[config.mk]
export PLATFORM = sky130hd
export DESIGN_NAME = ddr2_init_seq
export DESIGN_NICKNAME = d
export VERILOG_FILES = /design/src/rtl/ddr2_init_pkg.sv /design/src/rtl/ddr2_init_pin_enc.sv /design/src/rtl/ddr2_init_word_gen.sv /design/src/rtl/ddr2_init_gap_timer.sv /design/src/rtl/ddr2_init_seq.sv
export SDC_FILE = /design/constraint.sdc
export NUM_CORES = 1
export LEC_CHECK = 0
export ABC_AREA = 1
export BUFFER_PORTS_ARGS = -buffer_cell sky130_fd_sc_hd__buf_2
export CAP_MARGIN = 20
export CORE_UTILIZATION = 54
export CTS_BUF_LIST = sky130_fd_sc_hd__clkbuf_16
export DETAILED_ROUTE_END_ITERATION = 10
export GPL_TIMING_DRIVEN = 0
export PLACE_DENSITY = 0.81
export SKIP_LAST_GASP = 1
export SLEW_MARGIN = 20
export SYNTH_ARGS = -nofsm -noshare
export SYNTH_HDL_FRONTEND = slang
export SYNTH_HIERARCHICAL = 1
export SYNTH_SLANG_ARGS = --single-unit
[constraint.sdc]
create_clock -name clk -period 5.5 [get_ports clk]
set_input_delay 0.275 -clock clk [delete_from_list [all_inputs] [get_ports clk]]
set_output_delay 0.275 -clock clk [all_outputs]
set_load 0.03 [all_outputs]
[src/rtl/ddr2_init_pkg.sv]
// Shared types and helpers for the DDR2 start-up sequencer.
// Assumes a 3-bit CAS latency request and a fixed six-slot command plan.
package ddr2_init_pkg;

    // Abstract command kinds produced by the sequencer.
    typedef enum logic [1:0] {
        CMD_DESEL = 2'd0,
        CMD_NOP   = 2'd1,
        CMD_PREA  = 2'd2,
        CMD_MODE  = 2'd3
    } cmd_kind_e;

    // Controller phases.
    typedef enum logic [1:0] {
        PH_RESET = 2'd0,
        PH_GAP   = 2'd1,
        PH_CMD   = 2'd2,
        PH_DONE  = 2'd3
    } phase_e;

    // Active-low command strobes.
    typedef struct packed {
        logic cs_n;
        logic ras_n;
        logic cas_n;
        logic we_n;
    } cmd_pins_t;

    localparam int unsigned SLOT_W = 3;

    // Slot plan of the long sequence; the short sequence skips slots 1 and 2.
    localparam logic [SLOT_W-1:0] SLOT_PREA_FIRST = 3'd0;
    localparam logic [SLOT_W-1:0] SLOT_EXT2       = 3'd1;
    localparam logic [SLOT_W-1:0] SLOT_EXT3       = 3'd2;
    localparam logic [SLOT_W-1:0] SLOT_EXT1       = 3'd3;
    localparam logic [SLOT_W-1:0] SLOT_MAIN       = 3'd4;
    localparam logic [SLOT_W-1:0] SLOT_PREA_LAST  = 3'd5;

    // Maps a CAS latency request onto the supported set, defaulting to 5.
    function automatic logic [2:0] clamp_cas(input logic [2:0] raw);
        if (raw >= 3'd2 && raw <= 3'd5) begin
            return raw;
        end
        return 3'd5;
    endfunction

endpackage

[src/rtl/ddr2_init_pin_enc.sv]
// Translates an abstract command kind into the four active-low strobes.
// Assumes the caller drives CKE separately.
module ddr2_init_pin_enc
    import ddr2_init_pkg::*;
(
    input  cmd_kind_e kind,
    output cmd_pins_t pins
);

    // Strobe truth table.
    always_comb begin
        unique case (kind)
            CMD_DESEL: pins = '{cs_n: 1'b1, ras_n: 1'b1, cas_n: 1'b1, we_n: 1'b1};
            CMD_NOP:   pins = '{cs_n: 1'b0, ras_n: 1'b1, cas_n: 1'b1, we_n: 1'b1};
            CMD_PREA:  pins = '{cs_n: 1'b0, ras_n: 1'b0, cas_n: 1'b1, we_n: 1'b0};
            CMD_MODE:  pins = '{cs_n: 1'b0, ras_n: 1'b0, cas_n: 1'b0, we_n: 1'b0};
            default:   pins = '{cs_n: 1'b1, ras_n: 1'b1, cas_n: 1'b1, we_n: 1'b1};
        endcase
    end

endmodule

[src/rtl/ddr2_init_word_gen.sv]
// Builds the command kind, bank address and address word for one plan slot.
// Assumes ADDR_W >= 13 and BA_W >= 2; the result is purely combinational.
module ddr2_init_word_gen
    import ddr2_init_pkg::*;
#(
    parameter int unsigned ADDR_W = 14,
    parameter int unsigned BA_W   = 3,
    parameter int unsigned WR_CYC = 3
) (
    input  logic [SLOT_W-1:0] slot,
    input  logic [2:0]        cas_raw,
    output cmd_kind_e         kind,
    output logic [BA_W-1:0]   ba,
    output logic [ADDR_W-1:0] addr
);

    localparam logic [2:0] WR_CODE = 3'(WR_CYC - 1);

    logic [2:0] cas_eff;
    assign cas_eff = clamp_cas(cas_raw);

    // Slot to command/word mapping.
    always_comb begin
        kind = CMD_MODE;
        ba   = '0;
        addr = '0;
        unique case (slot)
            SLOT_PREA_FIRST, SLOT_PREA_LAST: begin
                kind     = CMD_PREA;
                addr[10] = 1'b1;
            end
            SLOT_EXT2: ba = BA_W'(2);
            SLOT_EXT3: ba = BA_W'(3);
            SLOT_EXT1: ba = BA_W'(1);
            SLOT_MAIN: begin
                addr[2:0]  = 3'b011;
                addr[3]    = 1'b0;
                addr[6:4]  = cas_eff;
                addr[11:9] = WR_CODE;
            end
            default: kind = CMD_NOP;
        endcase
    end

    // Main mode word never carries an unsupported latency.
    always_comb begin
        if (slot == SLOT_MAIN) begin
            assert_cas_supported_R6: assert (addr[6:4] >= 3'd2 && addr[6:4] <= 3'd5);
        end
    end

endmodule

[src/rtl/ddr2_init_gap_timer.sv]
// Down-counter for the NOP spacing between commands.
// Assumes load values are non-zero; 'last' marks the final NOP cycle.
module ddr2_init_gap_timer #(
    parameter int unsigned W = 4
) (
    input  logic         clk,
    input  logic         rst_n,
    input  logic         load,
    input  logic [W-1:0] load_val,
    input  logic         dec,
    output logic         last
);

    logic [W-1:0] cnt_q;

    // Load on request, otherwise count down toward zero.
    always_ff @(posedge clk) begin
        if (!rst_n) begin
            cnt_q <= '0;
        end else if (load) begin
            cnt_q <= load_val;
        end else if (dec && cnt_q != '0) begin
            cnt_q <= cnt_q - 1'b1;
        end
    end

    assign last = (cnt_q == W'(1));

    // A zero load would stall the sequence.
    assert_load_nonzero_R8: assert property (@(posedge clk) disable iff (!rst_n)
        load |-> (load_val != '0));

    // Counting only happens on a live count.
    assert_no_underflow_R8: assert property (@(posedge clk) disable iff (!rst_n)
        dec |-> (cnt_q != '0));

endmodule

[src/rtl/ddr2_init_seq.sv]
// DDR2 start-up sequencer: precharge-all, extended mode writes, main mode
// write, precharge-all, then completion. Assumes configuration inputs are
// stable from reset release until init_done.
module ddr2_init_seq
    import ddr2_init_pkg::*;
#(
    parameter int unsigned ADDR_W = 14,
    parameter int unsigned BA_W   = 3,
    parameter int unsigned GAP_W  = 4,
    parameter int unsigned WR_CYC = 3
) (
    input  logic              clk,
    input  logic              rst_n,
    input  logic [2:0]        cfg_cas_lat,
    input  logic [1:0]        cfg_bank_code,
    input  logic [GAP_W-1:0]  cfg_gap,
    output logic              ddr_cke,
    output logic              ddr_cs_n,
    output logic              ddr_ras_n,
    output logic              ddr_cas_n,
    output logic              ddr_we_n,
    output logic [BA_W-1:0]   ddr_ba,
    output logic [ADDR_W-1:0] ddr_addr,
    output logic              init_done
);

    localparam logic [SLOT_W-1:0] SHORT_SKIP = 3'd2;

    phase_e            phase_q, phase_d;
    logic [SLOT_W-1:0] step_q, step_d;
    logic [SLOT_W-1:0] slot;
    logic              eight_banks;
    logic [GAP_W-1:0]  gap_eff;
    logic              tmr_load, tmr_dec, tmr_last;
    cmd_kind_e         word_kind, out_kind;
    logic [BA_W-1:0]   word_ba;
    logic [ADDR_W-1:0] word_addr;
    cmd_pins_t         pins;

    assign eight_banks = (cfg_bank_code == 2'b11);
    assign gap_eff     = (cfg_gap == '0) ? GAP_W'(1) : cfg_gap;

    // Short plan skips the two high extended registers.
    assign slot = (!eight_banks && step_q != '0) ? step_q + SHORT_SKIP : step_q;

    ddr2_init_word_gen #(
        .ADDR_W (ADDR_W),
        .BA_W   (BA_W),
        .WR_CYC (WR_CYC)
    ) word_i (
        .slot    (slot),
        .cas_raw (cfg_cas_lat),
        .kind    (word_kind),
        .ba      (word_ba),
        .addr    (word_addr)
    );

    ddr2_init_gap_timer #(
        .W (GAP_W)
    ) gap_i (
        .clk      (clk),
        .rst_n    (rst_n),
        .load     (tmr_load),
        .load_val (gap_eff),
        .dec      (tmr_dec),
        .last     (tmr_last)
    );

    // Next-phase and timer control.
    always_comb begin
        phase_d  = phase_q;
        step_d   = step_q;
        tmr_load = 1'b0;
        tmr_dec  = 1'b0;
        unique case (phase_q)
            PH_RESET: begin
                phase_d  = PH_GAP;
                tmr_load = 1'b1;
            end
            PH_GAP: begin
                tmr_dec = 1'b1;
                if (tmr_last) phase_d = PH_CMD;
            end
            PH_CMD: begin
                if (slot == SLOT_PREA_LAST) begin
                    phase_d = PH_DONE;
                end else begin
                    step_d   = step_q + 1'b1;
                    phase_d  = PH_GAP;
                    tmr_load = 1'b1;
                end
            end
            default: phase_d = PH_DONE;
        endcase
    end

    // Phase and step registers.
    always_ff @(posedge clk) begin
        if (!rst_n) begin
            phase_q <= PH_RESET;
            step_q  <= '0;
        end else begin
            phase_q <= phase_d;
            step_q  <= step_d;
        end
    end

    // Command selection for the bus.
    always_comb begin
        unique case (phase_q)
            PH_RESET: out_kind = CMD_DESEL;
            PH_CMD:   out_kind = word_kind;
            default:  out_kind = CMD_NOP;
        endcase
    end

    ddr2_init_pin_enc enc_i (
        .kind (out_kind),
        .pins (pins)
    );

    // Output drive.
    assign ddr_cke   = (phase_q != PH_RESET);
    assign ddr_cs_n  = pins.cs_n;
    assign ddr_ras_n = pins.ras_n;
    assign ddr_cas_n = pins.cas_n;
    assign ddr_we_n  = pins.we_n;
    assign ddr_ba    = (phase_q == PH_CMD) ? word_ba : '0;
    assign ddr_addr  = (phase_q == PH_CMD) ? word_addr : '0;
    assign init_done = (phase_q == PH_DONE);

    // Selected device always has its clock enabled.
    assert_cke_with_select_R1: assert property (@(posedge clk) disable iff (!rst_n)
        !ddr_cs_n |-> ddr_cke);

    // Precharge-all carries address bit 10 high.
    assert_prea_a10_R2: assert property (@(posedge clk) disable iff (!rst_n)
        (!ddr_cs_n && !ddr_ras_n && ddr_cas_n && !ddr_we_n) |-> ddr_addr[10]);

    // Every command follows at least one NOP cycle.
    assert_cmd_after_gap_R8: assert property (@(posedge clk) disable iff (!rst_n)
        (phase_q == PH_CMD) |-> ($past(phase_q) == PH_GAP));

    // Completion follows the final precharge-all.
    assert_done_after_prea_R9: assert property (@(posedge clk) disable iff (!rst_n)
        $rose(init_done) |-> ($past(!ddr_cs_n && !ddr_ras_n && ddr_cas_n && !ddr_we_n)));

    // Completion is sticky.
    assert_done_sticky_R9: assert property (@(posedge clk) disable iff (!rst_n)
        init_done |=> init_done);

    // No mode write once complete.
    assert_no_mode_after_done_R9: assert property (@(posedge clk) disable iff (!rst_n)
        init_done |-> !(!ddr_cs_n && !ddr_ras_n && !ddr_cas_n && !ddr_we_n));

endmodule

======== Word level (Yosys, flattened, before mapping) ========
Index checks and enable logic that the tools add are counted.
storage, ports and cells
  input port bits ......................... 11
  output and inout bits ................... 23
  bits in registers ....................... 9
  word-level logic and storage cells ...... 60
cells by class
  reductions and logical operators ........ 16
  bitwise gates (word level) .............. 1
  multiplexer cells ....................... 21
  equality and inequality tests ........... 14
  $add $sub $neg .......................... 3
  $lt $le $gt $ge ......................... 2
operators with widths
  operator               number
  $pmux W4 S4            1
  $mux W3                4
  $mux W4                3
  $pmux W2 S3            2
  $mux W11               1
  $eq A2 B2 Y1 const B   5
  $pmux W2 S2            2
  $mux W7                1
  $eq A3 B2 Y1 const B   2
  $eq A3 B3 Y1 const B   2
  $eq A2 B1 Y1 const B   2
  $eq A4 B1 Y1 const B   1
  $logic_not A2 Y1       2
  $logic_not A4 Y1       1
  $mux W1                4
  $mux W2                2
  $reduce_bool A2 Y1     2
  $reduce_bool A4 Y1     1
  $reduce_or A4 Y1       1
  $sub A4 B1 Y4 const B  1
  $add A3 B1 Y3 const B  1
  $add A3 B2 Y3 const B  1
  $eq A3 B1 Y1 const B   1
  $ge A3 B2 Y1 const B   1
  other kinds (11)       13

======== Depth between registers and ports, before layout ========
  depth in word-level cells ............... 10
  gate-level depth with buffers ........... 15
  depth with buffers taken out ............ 15

======== Hierarchy ========
The synthesis kept the hierarchy.
by module, submodules not included
  module               area each (µm²)  instances  sequential area each (µm²)  cells an instance
  ddr2_init_seq        530.5            1          100.1                       99
  ddr2_init_gap_timer  296.5            1          80.1                        41
  ddr2_init_word_gen   178.9            1          0.0                         33
  ddr2_init_pin_enc    18.8             1          0.0                         4

======== Worst setup path after synthesis ========
Ideal clock, no wire load.
  path type ............................... register to output
  start ................................... register step_q[0]
  end ..................................... output ddr_cs_n
  data required time ...................... 5.225 ns
  cell stages (with the launch flop) ...... 14
  path buffers ............................ 0
  path slack .............................. 3.346 ns
  arrival time ............................ 1.879 ns
  cell sequence ........................... dfxtp_1 inv_1 ha_1 inv_1 nor2_1 nor2_1 nand2_1 nand2_2 inv_2 a21oi_2 o21ai_1 nand2_1 nand2_1 nor2_1
between the ends
  word-level cells in the longest chain between the ends .. 9
  elaborated cells on any way between the ends .. 19
  classes of those cells .................. 1 x add/sub; 8 x eq/ne; 4 x mux; 6 x reduce/logical
ends and longest elaborated chain
  what                                                                          RTL line                  text
  start, declared                                                               ddr2_init_seq.sv:30       logic [SLOT_W-1:0] step_q, step_d;
  start signal, assigned                                                        ddr2_init_seq.sv:104      step_q <= step_d;
  branches (longest 2 deep; another with $add A3 B2 Y3)                         --
  $mux W3 *                                                                     ddr2_init_seq.sv:44       assign slot = (!eight_banks && step_q != '0) ? step_q + SHORT_SKIP : step_q;
  via slot[2]                                                                   ddr2_init_seq.sv:31       logic [SLOT_W-1:0] slot;
  $eq A3 B1 Y1 (tied with other cells)                                          ddr2_init_word_gen.sv:27  unique case (slot)
  $reduce_or A4 Y1 (no source line) / $reduce_or A2 Y1 (equally long branches)  --
  $pmux W2 S2 *                                                                 ddr2_init_word_gen.sv:27
  via word_kind[0]                                                              ddr2_init_seq.sv:35       cmd_kind_e word_kind, out_kind;
  $pmux W2 S2 *                                                                 ddr2_init_seq.sv:110      unique case (phase_q)
  via out_kind[0]                                                               ddr2_init_seq.sv:35
  $eq A2 B2 Y1 (tied with other cells)                                          ddr2_init_pin_enc.sv:12   unique case (kind)
  $pmux W4 S4 *                                                                 ddr2_init_pin_enc.sv:12
  end, declared                                                                 ddr2_init_seq.sv:18       output logic ddr_cs_n,
Mark *: on every way through the listed nets, which the timed path passes.

======== Final worst setup path ========
Same ends and word-level chain as after synthesis.

==> key figures <==
Power
  – Max VDD drop: 341 µV
  – PD cells: 273 nW/µm²
  – Leakage: between 0.7 and 0.8 nW

Yosys
  – Post-synth EDFFs: 0
  – Async S/R FF share, synth: 0%
  – Most common cell in the netlist: inv_1
  – Synth Register Bits: 9
  – Ys flop type: dfxtp_1
  – Largest cells by area after synthesis: dfxtp_1, inv_1, nand2_1
  – Syn_area_per_cell: a little under 6 µm²
  – Mapped Area: 1020 µm²
  – Yosys warns: 6
  – Netlist cell types: 26
  – Post-synth top area share: about 18%
  – Cells after Synth: 177
  – Commonest cells post-synth: inv_1, nand2_1, nor2_1
  – Sequential share of the synthesized area: between 15 and 20%
  – Synth area leader: dfxtp_1

Setup path
  – Crit path largest cell delay: just over 0.5 ns
  – WP data required: around 5.2 ns
  – Worst reg2reg path depth: 14
  – Nature of the critical path endpoint: output pin
  – R2r startpoint: step_q[0]
  – Worst-path cell with the longest stage delay: dfxtp_1
  – Crit-path cells: inv_1, ha_1, inv_1, nor2_1, nor2_1, nand2_1, nand2_2, inv_2, a21oi_2, o21ai_1, nand2_1, nand2_1, nor2_1, buf_2
  – Worst Setup Start Kind: register
  – CP max FO: 8
  – R2r endpoint: gap_i/cnt_q[3]
  – Kind of critical path: register to output pin
  – Worst EP arrival: 2.15 ns
  – FF-to-FF setup slack: about 3.5 ns

Clock network
  – CTS H-tree lvls: 1
  – Clock Latency Late Sink: 0.23 ns
  – CTS resizes: 0
  – Root Buffer: clkbuf_16
  – Setup bufs post-CTS: 0
  – CTS tree: done
  – Cts-stage hold buffer count: 0
  – Clk slew on worst S/H paths: around 0.040 ns
  – Sink Count: 9
  – CTS Buf Count: 3
  – CTS Buffer Depth: 2

STA
  – Period utilisation layout: 44.1%
  – Final Setup Violations: 0
  – Final min period: ~2.4 ns
  – Fmax: 412 MHz
  – Layout Skew: around 0.0017 ns
  – Slew HR: between 60% and 70%
  – RSZ-0062 raised after global routing: false
  – Slew @ Worst Pin: roughly 0.55 ns
  – Fin Setup TNS: 0 ns
  – Final hold violations: 0
  – Final Max Slew Viols: 0

Floorplan
  – Core ar.: ~1700 µm²
  – Die H: between 40 and 50 µm
  – Std-Cell Rows: 15
  – Die width: roughly 46 µm
  – Die Area: roughly 2100 µm²
  – Starting Density: ~59%
  – Top Ports: 34

Min path
  – Min-Delay Path Class: input port to register
  – Hold wc startpoint: rst_n
  – Hold path cells: 3
  – Worst Hold End: gap_i/cnt_q[3]

Place
  – Port bufs: 24
  – Cells after DPL: roughly 230
  – DP HPWL: ~1500 µm
  – Placer Congestion: about 0.80

GRT
  – Pin count of the biggest net entering global routing: 11
  – Global Route Usage Sum: roughly a fifth
  – Initial antenna violation count: 0
  – Global-route wire length before repair: 2820 µm
  – Vias in the first global route: approximately 770
  – Total grt overflow: 0

Layout
  – Area of the multi-input gates: between 600 and 700 µm²
  – P&R area growth vs syn: 25.5%
  – Share of cells above drive strength 1: between 20 and 30%
  – Reg area: around 180 µm²
  – Fill cell count: 148
  – Final cell count without fillers: approximately 240
  – Antenna cells: 0
  – NumNets Final: around 230

Routing
  – Residual DRC: 0
  – Final wirelength: roughly 1900 µm
  – Final ANT Viol Nets: 0
  – Avg WL per Cell: ~7.9 µm
  – First DRT Iteration DRCs: 14
  – DR pass1 iterations: 4
  – DR vias: 1047
  – Vias/cell: between 4 and 5

Flow run
  – Max Cap Viol: 0

Outcome
  – Outcome: completed
sequential cells by signal, summed over array words and instances (netlist names):
register / count
step_q: 3
phase_q: 2
gap_i/cnt_q: 4
critical path, delay by kind of cell, from the launching register on:
kind,cells,cell delay (ns)
fa+ha+maj,1,0.22
compound gates,2,0.21
flops,1,0.51
buf+inv,4,0.42
simple gates,7,0.54
logic make-up after synthesis:
group / synth area share (%)
fa+ha+maj: 4.88
flops: 17.6
xor+xnor: 2.56
simple gates: 41.0
compound gates: 6.84
buf+inv: 26.7
other cells: 0.366
worst max-delay path by stage:
stage / endpoint / slack, ns / cells after the start / from
2_1_floorplan: ddr_cs_n / 3.35 / 13 / step_q[0]
3_3_place_gp: ddr_cs_n / 3.34 / 14 / step_q[0]
3_5_place_dp: ddr_cs_n / 3.30 / 14 / step_q[0]
4_1_cts: ddr_cs_n / 3.05 / 14 / step_q[0]
5_1_grt: ddr_cs_n / 2.81 / 14 / step_q[0]
6_report: ddr_cs_n / 3.08 / 14 / step_q[0]
cells in the final DEF, fill, tap and decap left out:
master	netlist	layout
buf_2	0	24
or2_1	1	1
nor2_1	28	28
xor2_1	3	3
buf_4	11	11
nand2_1	31	31
nand2_2	4	4
nand3_2	3	3
dfxtp_1	9	9
ha_1	4	4
nor2_4	1	1
o21ai_0	2	2
inv_2	5	5
nand3_4	1	1
nor2_2	1	1
a21oi_1	5	5
clkbuf_1	4	4
nand2_4	3	3
a21oi_2	2	2
nor3_1	2	2
inv_1	42	42
o21ai_1	2	2
nand3_1	9	9
or2_2	1	1
clkbuf_16	0	3
conb_1	1	9
o31ai_1	1	1
clkinv_2	0	1
nor3b_1	1	1
metrics by stage:
step / hold slack [ns] / power [mW] / cell area (µm²) / util (%) / setup slack (ns)
3_3_place_gp: 0.501 / 0.219 / 1210 / 69.1 / 3.34
6_report: 0.344 / 0.351 / 1290 / 73.7 / 3.08
5_1_grt: 0.356 / 0.376 / 1290 / 73.7 / 2.81
4_1_cts: 0.344 / 0.355 / 1290 / 73.7 / 3.05
2_1_floorplan: 0.373 / 0.198 / 1050 / - / 3.35
3_5_place_dp: 0.517 / 0.224 / 1210 / 69.1 / 3.30
per-layer routing:
metal | vias up | GRT usage (%) | part of all wire, %
met5 | - | 0 | 0
met4 | 0 | 3.64 | 0
met3 | 0 | 7.94 | 7.6
met2 | 31 | 32.3 | 47
met1 | 447 | 21.4 | 46
li1 | 569 | - | -
layout make-up:
type                       instances  share of cell area (%)
buffer                            15                    7.59
clock buffer                       3                    5.84
clock inverter                     1                   0.389
inverter                          47                    13.7
multi-input combinational        114                    46.7
sequential                         9                    14.0
tap                               25                    2.43
timing repair buffer              24                    9.34
where the power goes:
group	internal, mW	switching, mW
Clock	0.0957	0.0313
Combinational	0.0488	0.0876
Sequential	0.0759	0.0121
Total	0.220	0.131
Note: power is estimated with default switching activity, not from simulation.
